`config.mk`:
```
export PLATFORM = sky130hd
export DESIGN_NAME = tmr_countdown
export DESIGN_NICKNAME = d
export VERILOG_FILES = /design/src/rtl/tmr_pkg.sv /design/src/rtl/tmr_tick_sel.sv /design/src/rtl/tmr_down_cnt.sv /design/src/rtl/tmr_pulse_gen.sv /design/src/rtl/tmr_countdown.sv
export SDC_FILE = /design/constraint.sdc
export NUM_CORES = 1
export LEC_CHECK = 0
export BUFFER_PORTS_ARGS = -buffer_cell sky130_fd_sc_hd__buf_2
export CAP_MARGIN = 10
export CORE_ASPECT_RATIO = 0.8
export CORE_UTILIZATION = 54
export DETAILED_ROUTE_END_ITERATION = 12
export GPL_TIMING_DRIVEN = 0
export HOLD_SLACK_MARGIN = 0.08
export PLACE_DENSITY = 0.79
export SYNTH_ARGS = -nofsm -noshare
export SYNTH_HDL_FRONTEND = slang
export SYNTH_SLANG_ARGS = --single-unit
```
`constraint.sdc`:
```
create_clock -name clk -period 2.3 [get_ports clk]
set_input_delay 0.115 -clock clk [delete_from_list [all_inputs] [get_ports clk]]
set_output_delay 0.115 -clock clk [all_outputs]
set_load 0.005 [all_outputs]
```
`src/rtl/tmr_pkg.sv`:
```
package tmr_pkg;

   typedef enum logic {
      IRQ_LEVEL = 1'b0,
      IRQ_PULSE = 1'b1
   } irq_mode_e;

endpackage

```
`src/rtl/tmr_tick_sel.sv`:
```
module tmr_tick_sel #(
   parameter int NUM_SRC = 4,
   localparam int SEL_W = $clog2(NUM_SRC)
) (
   input  logic [NUM_SRC-1:0] src_tick,
   input  logic [SEL_W-1:0]   sel,
   output logic               tick
);

   logic [NUM_SRC-1:0] hit;

   // One compare per source; the selected source passes its tick through.
   for (genvar g = 0; g < NUM_SRC; g++) begin : g_src
      assign hit[g] = src_tick[g] && (sel == SEL_W'(g));
   end

   assign tick = |hit;

endmodule

```
`src/rtl/tmr_down_cnt.sv`:
```
module tmr_down_cnt #(
   parameter int CNT_W = 8
) (
   input  logic             clk,
   input  logic             rst_n,
   input  logic             run,
   input  logic             tick,
   input  logic             reload_we,
   input  logic [CNT_W-1:0] reload_in,
   output logic [CNT_W-1:0] count,
   output logic [CNT_W-1:0] reload,
   output logic             period_end
);

   localparam logic [CNT_W-1:0] ONE  = CNT_W'(1);
   localparam logic [CNT_W-1:0] ZERO = '0;

   logic [CNT_W-1:0] count_q;
   logic [CNT_W-1:0] reload_q;
   logic             step;

   assign step       = run && tick && (reload_q != ZERO);
   assign period_end = step && (count_q == ONE);

   always_ff @(posedge clk) begin
      if (!rst_n) begin
         count_q  <= ZERO;
         reload_q <= ZERO;
      end else begin
         if (reload_we) begin
            reload_q <= reload_in;
         end
         if (reload_we && !run) begin
            count_q <= reload_in;
         end else if (step) begin
            // A count of 1 ends the period; a count of 0 only primes the counter.
            if (count_q <= ONE) begin
               count_q <= reload_q;
            end else begin
               count_q <= count_q - ONE;
            end
         end
      end
   end

   assign count  = count_q;
   assign reload = reload_q;

endmodule

```
`src/rtl/tmr_pulse_gen.sv`:
```
module tmr_pulse_gen #(
   parameter int PW_W = 8
) (
   input  logic            clk,
   input  logic            rst_n,
   input  logic            start,
   input  logic [PW_W-1:0] width,
   input  logic            ref_tick,
   output logic            active
);

   logic [PW_W-1:0] left_q;

   always_ff @(posedge clk) begin
      if (!rst_n) begin
         left_q <= '0;
      end else if (start) begin
         left_q <= width;
      end else if (ref_tick && (left_q != '0)) begin
         left_q <= left_q - PW_W'(1);
      end
   end

   assign active = (left_q != '0);

endmodule

```
`src/rtl/tmr_countdown.sv`:
```
module tmr_countdown
   import tmr_pkg::*;
#(
   parameter int NUM_SRC      = 4,
   parameter int CNT_W        = 8,
   parameter int PW_FAST_ONE  = 1,
   parameter int PW_FAST_MANY = 2,
   parameter int PW_MID_ONE   = 64,
   parameter int PW_MID_MANY  = 128,
   parameter int PW_SLOW      = 128
) (
   input  logic               clk,
   input  logic               rst_n,
   input  logic [NUM_SRC-1:0] src_tick,
   input  logic               ref_tick,
   input  logic               run_we,
   input  logic               run_in,
   input  logic               sel_we,
   input  logic [1:0]         sel_in,
   input  logic               reload_we,
   input  logic [CNT_W-1:0]   reload_in,
   input  logic               stat_we,
   input  logic               stat_flag_in,
   input  logic               stat_ie_in,
   input  logic               stat_mode_in,
   output logic               irq_n,
   output logic               flag,
   output logic [CNT_W-1:0]   count
);

   localparam int SEL_W  = $clog2(NUM_SRC);
   localparam int PW_MAX = (PW_SLOW > PW_MID_MANY) ? PW_SLOW : PW_MID_MANY;
   localparam int PW_W   = $clog2(PW_MAX + 1);

   // Elaboration-time checks on the parameter set.
   if (NUM_SRC != 4) begin : g_bad_src
      $error("tmr_countdown: NUM_SRC must be 4");
   end
   if (CNT_W < 2) begin : g_bad_cnt
      $error("tmr_countdown: CNT_W too small");
   end
   if (PW_FAST_ONE < 1 || PW_FAST_MANY < PW_FAST_ONE) begin : g_bad_fast
      $error("tmr_countdown: fast pulse widths invalid");
   end
   if (PW_MID_ONE < 1 || PW_MID_MANY < PW_MID_ONE || PW_SLOW < 1) begin : g_bad_slow
      $error("tmr_countdown: mid/slow pulse widths invalid");
   end

   logic             run_q;
   logic [SEL_W-1:0] sel_q;
   logic             ie_q;
   irq_mode_e        mode_q;
   logic             flag_q;
   logic             tick;
   logic [CNT_W-1:0] reload_q;
   logic             period_end;
   logic [PW_W-1:0]  width;
   logic             pulse_active;

   always_ff @(posedge clk) begin
      if (!rst_n) begin
         run_q  <= 1'b0;
         sel_q  <= SEL_W'(NUM_SRC - 1);
         ie_q   <= 1'b0;
         mode_q <= IRQ_LEVEL;
         flag_q <= 1'b0;
      end else begin
         if (run_we) begin
            run_q <= run_in;
         end
         if (sel_we) begin
            sel_q <= sel_in;
         end
         if (stat_we) begin
            ie_q   <= stat_ie_in;
            mode_q <= irq_mode_e'(stat_mode_in);
         end
         // A period end wins over a clearing write in the same cycle.
         if (period_end) begin
            flag_q <= 1'b1;
         end else if (stat_we && !stat_flag_in) begin
            flag_q <= 1'b0;
         end
      end
   end

   tmr_tick_sel #(
      .NUM_SRC (NUM_SRC)
   ) u_sel (
      .src_tick (src_tick),
      .sel      (sel_q),
      .tick     (tick)
   );

   tmr_down_cnt #(
      .CNT_W (CNT_W)
   ) u_cnt (
      .clk        (clk),
      .rst_n      (rst_n),
      .run        (run_q),
      .tick       (tick),
      .reload_we  (reload_we),
      .reload_in  (reload_in),
      .count      (count),
      .reload     (reload_q),
      .period_end (period_end)
   );

   // The pulse width depends on the source and on whether n is 1.
   always_comb begin
      case (sel_q)
         SEL_W'(0): width = (reload_q == CNT_W'(1)) ? PW_W'(PW_FAST_ONE) : PW_W'(PW_FAST_MANY);
         SEL_W'(1): width = (reload_q == CNT_W'(1)) ? PW_W'(PW_MID_ONE)  : PW_W'(PW_MID_MANY);
         default:   width = PW_W'(PW_SLOW);
      endcase
   end

   tmr_pulse_gen #(
      .PW_W (PW_W)
   ) u_pulse (
      .clk      (clk),
      .rst_n    (rst_n),
      .start    (period_end),
      .width    (width),
      .ref_tick (ref_tick),
      .active   (pulse_active)
   );

   assign irq_n = !(ie_q && ((mode_q == IRQ_PULSE) ? pulse_active : flag_q));
   assign flag  = flag_q;

endmodule

```
Word-level counts from Yosys, hierarchy flattened. Cells that the tools add are included.

Register bits after elaboration: 30. Input port bits: 25. Logic and storage cells: 48.

Add/sub/neg operators: 2. Order comparisons: 1. Equality and inequality tests: 5. Muxes and demuxes: 11. Reduce and logical (&&, ||, !) cells: 21.

Operator list (count): 8-bit two-way mux (6); 8-bit by 1-bit equality test with 1-bit output (second input constant) (2); 8-bit case mux with 2 select lines (1); 8-bit nonzero test (2); 8-bit by 1-bit subtractor with 8-bit output (second input constant) (2); 1-bit logical AND (11); 8-bit by 1-bit <= comparator with 1-bit output (second input constant) (1); 2-bit nonzero test (3); 2-bit equality test (second input constant) (2); 4-bit OR reduction (1); 1-bit zero test (3); 1-bit two-way mux (3); 2-bit by 1-bit equality test with 1-bit output (second input constant) (1); 2-bit zero test (1); 2-bit two-way mux (1).

Longest topological paths before layout.
Word-level depth: 7. Gate-level depth with buffers: 7. Gate-level depth less buffers: 7.

Cells and area by module. Synthesis repeated with hierarchy kept, for this count alone.

Cells, all modules: 209. Area, all modules: 1854.3 sq um.

Modules (own cells, without submodules): tmr_down_cnt (instances 1, cells an instance 113, area each 964.7 sq um, seq. area each 320.3 sq um); tmr_pulse_gen (instances 1, cells an instance 66, area each 550.5 sq um, seq. area each 160.2 sq um); tmr_countdown (instances 1, cells an instance 29, area each 316.6 sq um, seq. area each 120.1 sq um); tmr_tick_sel (instances 1, cells an instance 1, area each 22.5 sq um, seq. area each 0.0 sq um).

Least setup slack after synthesis. No wires, ideal clock.

Path kind: flip-flop to flip-flop. From: register u_cnt.count_q[0] (netlist: u_cnt.count[0]). To: register u_cnt.count_q[2] (netlist: u_cnt.count[2]). Setup time: 63 ps. Arrival: 1712 ps. Slack: 526 ps. Stages on the path, launching flop included: 8. Path buffers: 1. Period minus slack after synthesis: 1774 ps. Path through: dfxtp_1 -> inv_1 -> ha_1 -> o211ai_1 -> clkbuf_1 -> nor2_1 -> a2111oi_0 -> nand3b_1.

Cells in the longest elaborated chain, start to end: 4. Elaborated cells on any way between the ends: 5. Classes of those cells: 1 x add/sub; 1 x order compare; 3 x mux.

Ends and longest elaborated chain: start, declared (RTL line tmr_down_cnt.sv:18) `logic [CNT_W-1:0] count_q;`; start signal, assigned (RTL line tmr_down_cnt.sv:34) `count_q <= reload_in;`; start signal, assigned (RTL line tmr_down_cnt.sv:38) `count_q <= reload_q;`; start signal, assigned (RTL line tmr_down_cnt.sv:40) `count_q <= count_q - ONE;`; 8-bit by 1-bit subtractor with 8-bit output / 8-bit by 1-bit <= comparator with 1-bit output (equally long branches) (RTL line tmr_down_cnt.sv:40, tmr_down_cnt.sv:37); 8-bit two-way mux * (RTL line tmr_down_cnt.sv:37) `if (count_q <= ONE) begin`; 8-bit two-way mux * (RTL line tmr_down_cnt.sv:35) `end else if (step) begin`; 8-bit two-way mux * (RTL line tmr_down_cnt.sv:33) `if (reload_we && !run) begin`.

Mark *: on every way between the ends. The rest lies on a longest branch, timed or not. The select of a mux whose other input is x is not followed. A chain may end at the register's enable or synchronous reset.

Worst setup path in the final report. Same ends and word-level chain as after synthesis.

==> flow_summary.yaml <==
synthesis:
  synth_ff_type: "dfxtp_1"
  avgSynthCellArea_um2: 8.58
  syn-cell-area_mm2: 0.00166
  syn_nets: 222
  synthCells: 193
  yosys_warnings: 0
  yosysUniqueCellTypes: 44
  ys_ff_latch: 30
  async_flop_share_pct: 0
  yosysSeqAreaShare_pct: 36.3
  synth_edf_count: 0
power_and_ir_drop:
  finalPower_w: 0.00189
  internal_power_w: 0.00122
  p_switching_w: 0.000668
  ir_drop_mv: 0.547
  power_frac_clock_pct: 28.1
  p_per_area_mw_per_mm2: 944
  seq_power_share_pct: 37.7
  power_frac_comb_pct: 34.3
  p_leak_nw: 0.862
  netSwitchingFraction_pct: 35.3
critical_path:
  worst-path-stages: 7
  arrival_ns: 2.22
  critPathTopFamily: "compound AO/OA/AOI/OAI gates"
  regToRegStartpoint: "u_cnt.count[0]"
  worstSetupEndpointType: "flip-flop"
  path_cells: "inv_1 > ha_1 > o211ai_1 > clkbuf_2 > nor2_1 > a2111oi_0 > nand3b_1"
  cp_max_fo: 10
  regToRegSetupSlack_ns: 0.31
  critPathKind: "flip-flop to flip-flop"
  rr_worst_depth: 7
  cp-start-kind: "flip-flop"
  crit_path_start: "u_cnt.count[0]"
  slowest_delay_ns: 0.47
  cp_num_buf_inv: 2
  cp_slowest_cell: "dfxtp_1"
  required_ns: 2.53
  endpoint: "u_cnt.count[2]"
  reg2reg_to: "u_cnt.count[2]"
global_routing:
  antenna_found_initial: 0
  grt_pass1_wl_um: 6660
  track_usage_pct: 27.8
  grt_max_degree: 11
  grt_pass1_vias: 1417
  overflow: 0
route:
  firstDrtPassIters: 4
  post_drt_wl_per_cell_um: 15.1
  routed_wl_um: 4140
  drtIter0Drc: 128
  remaining_drc_errors: 0
  ant_nets: 0
  routed_via_density: 5.74
  num_vias: 1574
clock_network:
  numCtsBuffers: 5
  cts.clk_slew.worst_paths_ns: 0.07
  clock-sinks: 30
  clockRootBuffer: "clkbuf_8"
  cts_max_level: 2
  clock_latency_ns: 0.29
  tritoncts: "yes"
  clockBufferDepth: 2
hold_path:
  min_path_type: "input pin to flip-flop"
timing:
  rsz0062_at_grt: "false"
  max_clock_freq_mhz: 504
  post-route-min-period_ns: 1.99
  worst_slew_pin_slew_ns: 0.635
  timing.setup.tns_ns: 0
  slew_headroom_pct: 57.3
  hold_viol: 0
  finClkSkew_ns: 0.00445
  timing.final.crit_share_pct: 86.3
  setup-violations-final: 0
  slew_viol_final: 0
final_layout:
  final_cell_mix: "34 x buf_2, 30 x dfxtp_1, 24 x nor2_1"
  n_antenna_cell: 0
  layout_commonest_cell: "buf_2"
  syn_to_final_growth_pct: 21.0
  seqCellArea_um2: 601
  drive_gt1_share_pct: 20.8
  multi_input_area_um2: 992
  nets: 264
  fill_cells: 227
  final_area_mm2: 0.00200
  final_core_utilization_pct: 70.8
die:
  ioPinCount: 35
  die-area_mm2: 0.00329
  initial_core_util_pct: 58.5
  die_h_um: 51.5
  core_mm2: 0.00283
  rows: 17
  die_w_um: 63.9
job:
  maxCapViolCount: 0
outcome:
  outcome: "finished, final reports clean"
place:
  portBuffers: 32
  dpl-instance-area_mm2: 0.00186
  dp_hpwl_um: 3040
  gp_congestion: 0.872
## sequential cells by signal, indices dropped and copies added (netlist names)
name            flops
u_pulse.left_q      8
mode_q              1
ie_q                1
flag                1
u_cnt.count         8
sel_q               2
u_cnt.reload        8
run_q               1
## power groups by stage
| stage | logic (W) | clock network [W] | registers (W) |
|---|---|---|---|
| 2_1_floorplan | 0.000499 | 0 | 0.000695 |
| 3_3_place_gp | 0.000604 | 0 | 0.000710 |
| 3_5_place_dp | 0.000626 | 0 | 0.000720 |
| 4_1_cts | 0.000636 | 0.000532 | 0.000709 |
| 5_1_grt | 0.000730 | 0.000559 | 0.000725 |
| 6_report | 0.000648 | 0.000531 | 0.000712 |
## Yosys cell counts (2+ instances only)
cell type,n,area share (%)
a211o_1,2,1.1
a211oi_1,2,0.91
a21oi_1,7,2.1
buf_2,2,0.60
clkbuf_1,7,1.6
dfxtp_1,30,36
ha_1,4,3.0
inv_1,6,1.4
mux2i_1,17,10
nand2_1,14,3.2
nand2b_1,2,0.76
nand3_1,16,4.8
nand3b_1,4,1.8
nand4_1,6,2.3
nor2_1,24,5.4
nor2b_1,2,0.76
nor3_1,5,1.5
nor4_1,3,1.1
o211ai_1,5,2.3
o21ai_0,5,1.5
xnor2_1,4,2.1
xor2_1,4,2.1
## worst register-to-register path, cell delays in order, from the launching register on
cell,delay [ns]
dfxtp_1,0.47
inv_1,0.08
ha_1,0.28
o211ai_1,0.29
clkbuf_2,0.29
nor2_1,0.06
a2111oi_0,0.31
nand3b_1,0.15
## worst min path at each step
stage                 start              end  cells past startpoint
6_report         stat_ie_in             ie_q                      3
5_1_grt        reload_in[2]  u_cnt.reload[2]                      3
4_1_cts        reload_in[2]  u_cnt.reload[2]                      3
3_5_place_dp      sel_in[1]         sel_q[1]                      3
3_3_place_gp      sel_in[1]         sel_q[1]                      3
2_1_floorplan     sel_in[0]         sel_q[0]                      2
## timing repair
item	4_1_cts	5_1_grt
hold buffers	3	0
endpoints found under the hold margin	3	0
setup buffers	0	0
endpoints found under the setup margin	0	1
gates resized for setup	0	2
## metal layers
metal / global-route usage (%) / part of all wire [%]
met2: 43.4 / 45
met4: 8.71 / 2.2
met5: 0 / 0
met1: 35.8 / 46
met3: 9.87 / 6.9
## per-stage QoR
stage	setup slack, ns	std cells	hold slack (ns)
4_1_cts	0.203	274	0.0806
3_3_place_gp	0.286	263	0.332
2_1_floorplan	0.526	193	0.243
3_5_place_dp	0.253	263	0.335
5_1_grt	0.111	274	0.0926
6_report	0.315	274	0.0773
## area by class of cell
type	count	share of cell area, %
sequential	30	30.0
timing repair buffer	35	9.49
clock buffer	5	3.44
tap	38	2.37
clock inverter	3	2.00
buffer	9	1.87
inverter	7	1.31
multi-input combinational	147	49.5
## cell families (layout without fill, tap and decap cells)
family          after synthesis  in the layout  synth area share, %
flops                        30             30                 36.3
xor+xnor                      8              8                 4.23
fa+ha+maj                     4              4                 3.02
buf+inv                      16             59                 3.78
simple gates                 85             85                 27.5
compound gates               32             32                 14.2
mux                          18             18                 11.0
(Power assumes the default switching activity.)
